--- src/rtl/tsense_capture_pkg.sv ---
package tsense_capture_pkg;

    // Resolution codes: number of kept bits is 9 + code
    typedef enum logic [1:0] {
        RES_HALF      = 2'b00,
        RES_QUARTER   = 2'b01,
        RES_EIGHTH    = 2'b10,
        RES_SIXTEENTH = 2'b11
    } res_code_e;

endpackage

--- src/rtl/tsense_trunc.sv ---
module tsense_trunc #(
    parameter int DATA_W   = 16,
    parameter int MIN_KEEP = 9,
    parameter int SEL_W    = 2
) (
    input  logic [DATA_W-1:0] raw_i,
    input  logic [SEL_W-1:0]  sel_i,
    output logic [DATA_W-1:0] trunc_o
);
    localparam int IDX_W = $clog2(DATA_W) + 2;
    localparam logic [IDX_W-1:0] BASE_LSB = IDX_W'(DATA_W - MIN_KEEP);

    logic [IDX_W-1:0] lsb_pos;

    // Position of the lowest kept bit: coarsest setting minus the code
    always_comb begin
        lsb_pos = BASE_LSB - IDX_W'(sel_i);
    end

    for (genvar i = 0; i < DATA_W; i++) begin : g_bit
        localparam logic [IDX_W-1:0] POS = IDX_W'(i);
        assign trunc_o[i] = raw_i[i] & (POS >= lsb_pos);
    end

endmodule

--- src/rtl/tsense_hold.sv ---
module tsense_hold #(
    parameter int DATA_W = 16
) (
    input  logic              clk,
    input  logic              rst_n,
    input  logic              take_cmp_i,
    input  logic              take_rd_i,
    input  logic [DATA_W-1:0] value_i,
    output logic [DATA_W-1:0] cmp_o,
    output logic [DATA_W-1:0] rd_o
);
    typedef struct packed {
        logic [DATA_W-1:0] cmp;
        logic [DATA_W-1:0] rd;
    } hold_t;

    hold_t st_d, st_q;

    always_comb begin
        st_d = st_q;
        if (take_cmp_i) st_d.cmp = value_i;
        if (take_rd_i)  st_d.rd  = value_i;
    end

    always_ff @(posedge clk or negedge rst_n) begin
        if (!rst_n) st_q <= '0;
        else        st_q <= st_d;
    end

    assign cmp_o = st_q.cmp;
    assign rd_o  = st_q.rd;

    // The readable copy only changes at a cycle where the comparison copy also loaded
    assert_rd_needs_cmp_R4: assert property (@(posedge clk) disable iff (!rst_n)
        take_rd_i |-> take_cmp_i);

    // After a read-side load, both copies hold the same value
    assert_copies_agree_R4: assert property (@(posedge clk) disable iff (!rst_n)
        take_rd_i |=> (rd_o == cmp_o));

endmodule

--- src/rtl/tsense_capture.sv ---
module tsense_capture
    import tsense_capture_pkg::*;
#(
    parameter int DATA_W   = 16,
    parameter int MIN_KEEP = 9,
    parameter int SEL_W    = 2
) (
    input  logic              clk,
    input  logic              rst_n,
    input  logic              conv_valid_i,
    input  logic [DATA_W-1:0] conv_data_i,
    input  logic [SEL_W-1:0]  res_sel_i,
    input  logic              rd_busy_i,
    output logic [DATA_W-1:0] cmp_value_o,
    output logic [DATA_W-1:0] read_value_o
);
    localparam int MAX_KEEP = MIN_KEEP + (1 << SEL_W) - 1;
    localparam int ZERO_W   = DATA_W - MAX_KEEP;

    logic [DATA_W-1:0] masked;
    logic              take_rd;

    tsense_trunc #(
        .DATA_W   (DATA_W),
        .MIN_KEEP (MIN_KEEP),
        .SEL_W    (SEL_W)
    ) u_trunc (
        .raw_i   (conv_data_i),
        .sel_i   (res_sel_i),
        .trunc_o (masked)
    );

    // A strobe while a read is open (even in its first cycle) is dropped for the host copy
    assign take_rd = conv_valid_i & ~rd_busy_i;

    tsense_hold #(
        .DATA_W (DATA_W)
    ) u_hold (
        .clk        (clk),
        .rst_n      (rst_n),
        .take_cmp_i (conv_valid_i),
        .take_rd_i  (take_rd),
        .value_i    (masked),
        .cmp_o      (cmp_value_o),
        .rd_o       (read_value_o)
    );

    assert_busy_freezes_R6: assert property (@(posedge clk) disable iff (!rst_n)
        rd_busy_i |=> $stable(read_value_o));

    assert_idle_holds_R8: assert property (@(posedge clk) disable iff (!rst_n)
        !conv_valid_i |=> ($stable(cmp_value_o) && $stable(read_value_o)));

    assert_sign_kept_R1: assert property (@(posedge clk) disable iff (!rst_n)
        conv_valid_i |=> (cmp_value_o[DATA_W-1] == $past(conv_data_i[DATA_W-1])));

    if (ZERO_W > 0) begin : g_lowzero
        assert_low_zero_R2: assert property (@(posedge clk) disable iff (!rst_n)
            (cmp_value_o[ZERO_W-1:0] == '0) && (read_value_o[ZERO_W-1:0] == '0));
    end

endmodule

--- config.mk ---
export PLATFORM = sky130hd
export DESIGN_NAME = tsense_capture
export DESIGN_NICKNAME = d
export VERILOG_FILES = /design/src/rtl/tsense_capture_pkg.sv /design/src/rtl/tsense_trunc.sv /design/src/rtl/tsense_hold.sv /design/src/rtl/tsense_capture.sv
export SDC_FILE = /design/constraint.sdc
export NUM_CORES = 1
export LEC_CHECK = 0
export ABC_AREA = 0
export ABC_CLOCK_PERIOD_IN_PS = 900
export BUFFER_PORTS_ARGS = -buffer_cell sky130_fd_sc_hd__buf_2
export CORE_MARGIN = 4
export CORE_UTILIZATION = 48
export DETAILED_ROUTE_END_ITERATION = 8
export PLACE_DENSITY = 0.78
export SKIP_LAST_GASP = 1
export SLEW_MARGIN = 20
export SYNTH_ARGS = -nofsm -noshare
export SYNTH_HDL_FRONTEND = slang
export SYNTH_HIERARCHICAL = 1
export SYNTH_SLANG_ARGS = --single-unit
--- constraint.sdc ---
create_clock -name clk -period 0.9 [get_ports clk]
set_input_delay 0.18 -clock clk [delete_from_list [all_inputs] [get_ports clk]]
set_output_delay 0.18 -clock clk [all_outputs]
set_load 0.05 [all_outputs]
; ---- After elaboration in Yosys (flattened, before gate mapping)
; Index checks and enable logic that the tools add are counted.
[op_classes]
n_addsub = 1
magnitude_cmp = 16
n_bitwise = 18
[op_table]
columns = cell, n
row1 = 4-bit by 6-bit greater-or-equal comparator with 1-bit output (first input constant), 8
row2 = 3-bit by 6-bit greater-or-equal comparator with 1-bit output (first input constant), 4
row3 = 1-bit bitwise AND, 17
row4 = 1-bit by 6-bit greater-or-equal comparator with 1-bit output (first input constant), 2
row5 = 2-bit by 6-bit greater-or-equal comparator with 1-bit output (first input constant), 2
row6 = 3-bit by 2-bit subtractor with 4-bit output (first input constant), 1
row7 = 1-bit inverter, 1
[word_totals]
ff_bits = 32
input_bits = 22
wordCells = 37

; ---- Depth between registers and ports, before layout
; Gate-level depths: netlist (run 1).
[logic_depth]
depth_word = 3
depth_mapped = 4

; ---- By module
; Netlist (run 1), hierarchy kept.
[modules_own_cells]
columns = mod, instances, cells_each, area_per_inst_um2
row1 = tsense_hold, 1, 68, 1298.7
row2 = tsense_trunc, 1, 17, 122.6
row3 = tsense_capture, 1, 1, 13.8

; ---- Least setup slack after synthesis (run 1)
; OpenSTA, ideal clock, no wires.
[synth_timing]
kind = flip-flop to flip-flop
startpoint = register, netlist name u_hold/cmp_o[10]
endpoint = register u_hold.st_q (netlist bit u_hold/cmp_o[10])
t_arrival_ns = 0.869
required_ns = 0.775
path_slack_ns = -0.094
path_stages_with_launch = 2
synth_period_minus_slack_ns = 0.994
path_cell_list = dfrtp_1 mux2_4
[synth_lines]
columns = item, line_no
row1 = end signal: assignment, tsense_hold.sv:27  ; else st_q <= st_d;
row2 = end: declaration, tsense_hold.sv:17  ; hold_t st_d, st_q;

; ---- Final worst setup path (run 1)
[layout_timing]
startpoint = register u_hold.st_q (netlist bit u_hold/rd_o[9])
endpoint = output read_value_o[9]
[layout_lines]
columns = item, line_no
row1 = end: declaration, tsense_capture.sv:15  ; output logic [DATA_W-1:0] read_value_o
; No word-level cell between the ends.

==> flow_metrics.tcl, run 1 <==
set metrics [dict create \
    power.density_nw_per_um2 2050 \
    row_count 19 \
    groute.usage.overall_pct 16.3 \
    viasPerCell 4.95 \
    min_period_ps 1120 \
    setup_violations 45 \
    reg2reg_setup_slack_ps -30 \
    port-buffer-count 49 \
    cp_slowest_cell "dfrtp_2" \
    htreeDepth 2 \
    hpwl_um 1800 \
    worst-setup-path-type "flip-flop to output port" \
    total_power_mw 4.23 \
    rr_worst_depth 2 \
    cts.sinks 32 \
    p_leak_nw 0.989 \
    slew_violations 0 \
    cts_buffers 5 \
    crit_family "flip-flops" \
    grt_use_met2_pct 28.0 \
    clock_path_buffers 2 \
    worstHoldEndpoint "u_hold/cmp_o[11]$_DFFE_PN0P_" \
    cp_slowest_stage_delay_ps 440 \
    hold_path.class "input port to flip-flop" \
    routed_wl_um 3090 \
    antenna_found_initial 0 \
    critPathBufInv 1 \
    ys_warn_count 6 \
    ys_ff_latch 32 \
    core_area_sq_um 2810 \
    die-area_sq_um 3930 \
    rsz0062_at_grt "yes" \
    status "finished, violations left" \
    holdCritStartpoint "conv_data_i[11]" \
    nets 168 \
    netlist_instances 86 \
    syn_area_sq_um 1440 \
    drive_gt1_share_pct 95.2 \
    violations "setup timing" \
    boundaryPins 54 \
    hold_viol 0 \
    die_y_um 62.7 \
    drt-initial-drc-count 16 \
    firstDrtPassIters 4 \
    grt.met1_usage_pct 17.5 \
    met3_usage_pct 7.91 \
    ys_types 11 \
    clk_pin_slew_worst_paths_ps 100 \
    grt_overflow_total 0 \
    grt-busiest-layer "met2" \
    wl_per_cell_um 17.4 \
    whs_path_depth 2 \
    crit_fanout 2 \
    place_congestion 0.740 \
    cts_tree "yes" \
    start_util_pct 51.2 \
    path_cells "buf_6" \
    cap_violations 0 \
    grt_pass1_wl_um 4800 \
    r2r-end "u_hold/cmp_o[15]$_DFFE_PN0P_" \
    rr_startpoint "u_hold/cmp_o[15]$_DFFE_PN0P_" \
    worstSetupStartpointType "flip-flop" \
    synth_area_per_cell_sq_um 16.7 \
    peakVddDrop_uv 1310 \
    antenna_left 0 \
    fin_worst_skew_ps 0 \
    synth_top_cell_by_area "dfrtp_1" \
    synth.area.top_cells "dfrtp_1 56%, mux2_4 21%, mux2_2 9.4%, buf_4 6.8%, buf_12 2.8%" \
    placed_cells 156 \
    ys_seq_area_share_pct 55.8 \
    place_area_sq_um 1670 \
    layout_commonest_cell "buf_6" \
    grt_max_degree 33 \
    antenna_cells 0 \
    final_cell_mix "39 x buf_6, 32 x dfrtp_2, 21 x mux2_4" \
    cp.arrival_ps 940 \
    timing.final.ws_setup_ps -218 \
    insertion_delay_ps 330 \
    timing.fmax_mhz 895 \
    startpoint "u_hold/rd_o[9]$_DFFE_PN0P_" \
    synth_top_area_share_pct 55.8 \
    vias 881 \
    final_min_period_over_clock_period_pct 124 \
    clockRootBuffer "clkbuf_4" \
    drc 0 \
    grt_pass1_vias 984 \
    stdcell_count 178 \
    endpoint_kind "output port" \
    die_w_um 62.7 \
    finalInstanceArea_sq_um 2060 \
    area_delta_synth_final_pct 43.9 \
    cp.required_ps 720 \
]
[metal layers]
layer	vias up	wire (um)
li1	395	-
met4	0	25
met1	444	1230
met2	38	1600
met5	-	0
met3	4	236
[repair_timing]
action                                 CTS  global route
buffers inserted                        12             4
hold buffers                             1             0
endpoints found under the hold margin   32             0
setup endpoints to repair               32            44
cloned                                   0             0
resized for setup                       64             8
[state kept, by name, summed over array words and instances (netlist names)]
| name | flops |
|---|---|
| u_hold/cmp_o | 16 |
| u_hold/rd_o | 16 |
[worst max path at each step]
stage                                        endpoint  slack (ps)  cells after the start
final                                 read_value_o[9]        -220                      1
after global placement     u_hold/rd_o[0]$_DFFE_PN0P_        -160                      4
after CTS                              cmp_value_o[2]        -220                      1
after floorplan           u_hold/rd_o[10]$_DFFE_PN0P_         -70                      4
after detailed placement   u_hold/rd_o[4]$_DFFE_PN0P_        -200                      4
after global routing                  read_value_o[9]        -250                      1
[power by group]
group	internal, mW	total (mW)	switching, mW
logic	0.706	1.58	0.872
registers	1.64	1.78	0.141
clock network	0.371	0.864	0.493
[logic make-up (layout without fill, tap and decap cells)]
logic type / Yosys count / after routing / synth area share (%)
DFF: 32 / 32 / 55.8
muxes: 32 / 32 / 30.3
and+or+nand+nor: 3 / 3 / 1.92
other: 1 / 4 / 0.261
AOI/OAI and AO/OA: 1 / 1 / 0.523
buffers and inverters: 17 / 75 / 11.2
[cells in the mapped netlist]
| library cell | number |
|---|---|
| dfrtp_1 | 32 |
| mux2_4 | 20 |
| buf_4 | 13 |
| mux2_2 | 12 |
| buf_12 | 2 |
| buf_6 | 2 |
| and2_2 | 1 |
| and3_1 | 1 |
| conb_1 | 1 |
| nor2b_4 | 1 |
| o21a_1 | 1 |
[final cells by class]
class	instances	area, sq um
flip-flops and latches	32	841
fillers	173	741
repair buffers	67	634
multi-input cells	40	489
clock buffers	6	51.3
well taps	31	38.8
clock inverters	2	10.0
[per-stage QoR]
stage / worst slack, ps / hold WS [ps] / utilization [%] / setup TNS (ps)
2_1_floorplan: -67.6 / -116 / - / -798
3_3_place_gp: -164 / 143 / 59.4 / -2680
3_5_place_dp: -195 / 145 / 59.4 / -3270
4_1_cts: -218 / 72.4 / 72.3 / -6650
5_1_grt: -251 / 64.7 / 73.6 / -7980
6_report: -218 / 87.9 / 73.6 / -6310
Power figures use the tool's default switching activity.
==> run 2, diff against run 1 <==
--- a/config.mk
+++ b/config.mk
@@ -7,11 +7,12 @@
 export LEC_CHECK = 0
 export ABC_AREA = 0
 export ABC_CLOCK_PERIOD_IN_PS = 900
-export BUFFER_PORTS_ARGS = -buffer_cell sky130_fd_sc_hd__buf_2
 export CORE_MARGIN = 4
-export CORE_UTILIZATION = 48
+export CORE_UTILIZATION = 51
 export DETAILED_ROUTE_END_ITERATION = 8
-export PLACE_DENSITY = 0.78
+export DONT_BUFFER_PORTS = 1
+export GPL_TIMING_DRIVEN = 0
+export PLACE_DENSITY = 0.66
 export SKIP_LAST_GASP = 1
 export SLEW_MARGIN = 20
 export SYNTH_ARGS = -nofsm -noshare
==> run 2 against run 1 <==
  * The flow finishes with violations (hold timing, setup timing)
  * First-iteration DRC count up 56%
  * Global-route usage down 3.6 points
  * Clock-buffer cell count up 2
==> flow_metrics.tcl, run 2 (synthesized netlist as in run 1, its figures left out) <==
set metrics [dict create \
    cp.required_ps 720 \
    crit_fanout 2 \
    row_count 18 \
    antenna_found_initial 0 \
    cts_setup_buffers 0 \
    slew_violations 0 \
    groute.usage.overall_pct 12.8 \
    min_period_ps 1040 \
    violations "hold timing, setup timing" \
    viasPerCell 5.15 \
    endpoint_kind "output port" \
    clockRootBuffer "clkbuf_4" \
    die-area_sq_um 3730 \
    grt_pass1_vias 711 \
    worstSetupStartpointType "flip-flop" \
    area_delta_synth_final_pct 10.5 \
    hpwl_um 1550 \
    nets 118 \
    cap_violations 0 \
    port-buffer-count 0 \
    wl_per_cell_um 17.1 \
    die_w_um 61.0 \
    hold_viol 32 \
    rsz0062_at_grt "yes" \
    worst-setup-path-type "flip-flop to output port" \
    cts_buffers 5 \
    antenna_left 0 \
    status "finished, violations left" \
    clk_pin_slew_worst_paths_ps 90 \
    fin_worst_skew_ps 0 \
    power.density_nw_per_um2 2260 \
    final_cell_mix "32 x dfrtp_2, 21 x mux2_4, 13 x buf_4" \
    boundaryPins 54 \
    core_area_sq_um 2590 \
    cts_tree "yes" \
    fillers 211 \
    peakVddDrop_uv 1940 \
    drive_gt1_share_pct 91.8 \
    grt_max_degree 33 \
    drt-initial-drc-count 25 \
    htreeDepth 2 \
    final_min_period_over_clock_period_pct 115 \
    final_util_pct 61.3 \
    p_leak_nw 0.715 \
    holdWs_ps -455 \
    grt_pass1_wl_um 3250 \
    vias 654 \
    place_congestion 0.620 \
    clock_path_buffers 2 \
    start_util_pct 55.4 \
    die_y_um 61.0 \
    grt_overflow_total 0 \
    cts.sinks 32 \
    hold_path.class "input port to asynchronous set/reset pin" \
    firstDrtPassIters 2 \
    cp.arrival_ps 860 \
    setup_violations 64 \
    timing.fmax_mhz 966 \
    placed_cells 119 \
    stdcell_count 127 \
    drc 0 \
    layout_commonest_cell "dfrtp_2" \
    timing.final.ws_setup_ps -135 \
    insertion_delay_ps 320 \
    routed_wl_um 2170 \
    antenna_cells 0 \
]
[run 2: cell count changes in the layout (fill, tap and decap cells not counted), sizes merged]
| cell | before | now |
|---|---|---|
| dlygate4sd3 | 1 | 0 |
| clkinv | 2 | 0 |
| buf | 66 | 17 |
| clkbuf | 6 | 8 |
[run 2: through the flow]
stage / worst slack (ps) / power [mW] / setup TNS (ps) / cell area (sq um)
floorplan: -67.6 / 2.73 / -798 / 1490
global route: -182 / 3.74 / -7130 / 1590
finish: -135 / 3.58 / -5060 / 1590
global placement: -119 / 2.79 / -1480 / 1520
detailed placement: -125 / 2.80 / -1650 / 1520
CTS: -161 / 3.64 / -5990 / 1580
[run 2: final timing paths]
| path | startpoint | endpoint | slack [ps] | cells past startpoint |
|---|---|---|---|---|
| setup / recovery | u_hold/cmp_o[1]$_DFFE_PN0P_ | cmp_value_o[1] | -140 | 0 |
| max in group asynchronous | rst_n | u_hold/cmp_o[5]$_DFFE_PN0P_ | 1260 | 0 |
| setup reg to reg | u_hold/cmp_o[14]$_DFFE_PN0P_ | u_hold/cmp_o[14]$_DFFE_PN0P_ | -50 | 1 |
| hold / removal | rst_n | u_hold/cmp_o[1]$_DFFE_PN0P_ | -460 | 0 |
| min in group clk | conv_data_i[7] | u_hold/cmp_o[7]$_DFFE_PN0P_ | 100 | 2 |
| hold reg to reg | u_hold/rd_o[8]$_DFFE_PN0P_ | u_hold/rd_o[8]$_DFFE_PN0P_ | 750 | 1 |
[run 2: area by class of cell]
class | count | area [sq um] | share of cell area, %
Buffer | 17 | 160 | 10.1
Clock buffer | 8 | 58.8 | 3.71
Multi-Input combinational cell | 40 | 489 | 30.8
Sequential cell | 32 | 841 | 53.0
Tap cell | 30 | 37.5 | 2.37
[run 2: timing repair]
item / 4_1_cts / 5_1_grt
setup endpoints to repair: 64 / 64
resized for setup: 0 / 1
endpoints found under the hold margin: 32 / 32
[run 2: routing by layer]
layer	up-vias	routed length [um]	track usage (%)
met5	-	0	0
met4	0	42	5.57
met3	5	272	9.64
met2	38	1020	20.2
met1	315	841	12.5
li1	296	-	-
[run 2: report_power, final]
part	switching, mW	leakage (nW)	internal (mW)
Sequential	0.748	0.348	1.64
Clock	0.429	0.0326	0.385
Combinational	0.101	0.335	0.280
Total	1.28	0.715	2.30
==> run 3, diff against run 2 <==
--- a/config.mk
+++ b/config.mk
@@ -8,11 +8,11 @@
 export ABC_AREA = 0
 export ABC_CLOCK_PERIOD_IN_PS = 900
 export CORE_MARGIN = 4
-export CORE_UTILIZATION = 51
+export CORE_UTILIZATION = 55
 export DETAILED_ROUTE_END_ITERATION = 8
 export DONT_BUFFER_PORTS = 1
 export GPL_TIMING_DRIVEN = 0
-export PLACE_DENSITY = 0.66
+export PLACE_DENSITY = 0.7
 export SKIP_LAST_GASP = 1
 export SLEW_MARGIN = 20
 export SYNTH_ARGS = -nofsm -noshare
==> run 3 against run 2 <==
  * The flow still finishes with violations (hold timing, setup timing)
  * Global-route usage rose by 1.5 points
  * Critical path depth is the same
  * Hold slack better by 5.9 ps
  * Sequential cell count unchanged
  * Sequential power barely moved
  * Register-to-register slack about the same
  * Critical endpoint is now read_value_o[14]
  * Clock skew stayed put
  * Wire length increased by 4.5%
  * Total power rose by 0.20%
  * Final area is 0.24% higher
==> flow_metrics.tcl, run 3 (synthesized netlist as in run 1, its figures left out) <==
set metrics [dict create \
    total_power_mw 3.59 \
    viasPerCell 5.13 \
    htreeDepth 2 \
    final_cell_mix "32 x dfrtp_2, 22 x mux2_4, 13 x buf_4" \
    cp.required_ps 720 \
    final_min_period_over_clock_period_pct 115 \
    slew_violations 0 \
    rr_worst_depth 1 \
    stdcell_count 127 \
    setup_violations 64 \
    drt-initial-drc-count 23 \
    antenna_left 0 \
    rsz0062_at_grt "yes" \
    area_delta_synth_final_pct 10.8 \
    power.density_nw_per_um2 2260 \
    start_util_pct 57.9 \
    clockRootBuffer "clkbuf_4" \
    cts.sinks 32 \
    p_leak_nw 0.719 \
    boundaryPins 54 \
    worst-setup-path-type "flip-flop to output port" \
    grt_pass1_wl_um 3590 \
    cap_violations 0 \
    min_period_ps 1030 \
    crit_fanout 2 \
    nets 118 \
    port-buffer-count 0 \
    drive_gt1_share_pct 91.8 \
    grt_max_degree 33 \
    r2r-end "u_hold/rd_o[8]$_DFFE_PN0P_" \
    core_area_sq_um 2480 \
    place_area_sq_um 1520 \
    rr_startpoint "u_hold/rd_o[8]$_DFFE_PN0P_" \
    cts_buffers 5 \
    cts_tree "yes" \
    endpoint_kind "output port" \
    die_w_um 59.1 \
    firstDrtPassIters 4 \
    die-area_sq_um 3490 \
    clock_path_buffers 2 \
    drc 0 \
    antenna_cells 0 \
    placed_cells 119 \
    layout_commonest_cell "dfrtp_2" \
    fin_worst_skew_ps 0 \
    status "finished, violations left" \
    row_count 18 \
    timing.final.ws_setup_ps -134 \
    hpwl_um 1600 \
    timing.fmax_mhz 967 \
    worstSetupStartpointType "flip-flop" \
    final_util_pct 64.2 \
    dp_slack_ps -130 \
    vias 651 \
    holdWs_ps -450 \
    finalSetupTns_ps -4960 \
    grt_pass1_vias 740 \
    insertion_delay_ps 310 \
    die_y_um 59.1 \
    place_congestion 0.681 \
    grt_overflow_total 0 \
    clk_pin_slew_worst_paths_ps 90 \
    antenna_found_initial 0 \
    finalInstanceArea_sq_um 1590 \
    groute.usage.overall_pct 14.3 \
    routed_wl_um 2270 \
    hold_viol 32 \
    reg2reg_setup_slack_ps -50 \
    peakVddDrop_uv 1560 \
    wl_per_cell_um 17.9 \
    hold_path.class "input port to asynchronous set/reset pin" \
    violations "hold timing, setup timing" \
    cp.arrival_ps 850 \
]
## run 3: cell counts in the layout (fill, tap and decap cells not counted)
No cell type changed its count.
## run 3: report_power, final
part / switching (mW) / total [mW] / internal, mW
clock network: 0.424 / 0.810 / 0.385
logic: 0.105 / 0.390 / 0.284
registers: 0.752 / 2.39 / 1.64
## run 3: cell type report
class                   instances  area [sq um]
fillers                       188           887
flip-flops and latches         32           841
multi-input cells              40           493
plain buffers                  17           160
clock buffers                   8          58.8
well taps                      30          37.5
## run 3: what timing repair did
item | in CTS | in global routing
cloned | 0 | 0
pin swaps | 0 | 0
endpoints found under the hold margin | 32 | 32
endpoints found under the setup margin | 64 | 64
resized for setup | 0 | 2
buffers inserted | 0 | 0
## run 3: how the worst max path moves through the flow
stage,from,end,slack [ps],depth (start not counted)
4_1_cts,u_hold/rd_o[12]$_DFFE_PN0P_,read_value_o[12],-160,0
3_5_place_dp,conv_valid_i,u_hold/rd_o[8]$_DFFE_PN0P_,-130,4
3_3_place_gp,conv_valid_i,u_hold/rd_o[10]$_DFFE_PN0P_,-120,4
6_report,u_hold/rd_o[14]$_DFFE_PN0P_,read_value_o[14],-130,0
5_1_grt,u_hold/cmp_o[1]$_DFFE_PN0P_,cmp_value_o[1],-170,0
2_1_floorplan,conv_valid_i,u_hold/rd_o[10]$_DFFE_PN0P_,-70,4
## run 3: layer usage
metal,vias to the layer above,routed length [um],track usage [%]
met5,-,0,0
met4,0,26,6.80
met3,4,253,7.19
met2,30,1130,23.8
met1,325,858,14.9
li1,292,-,-
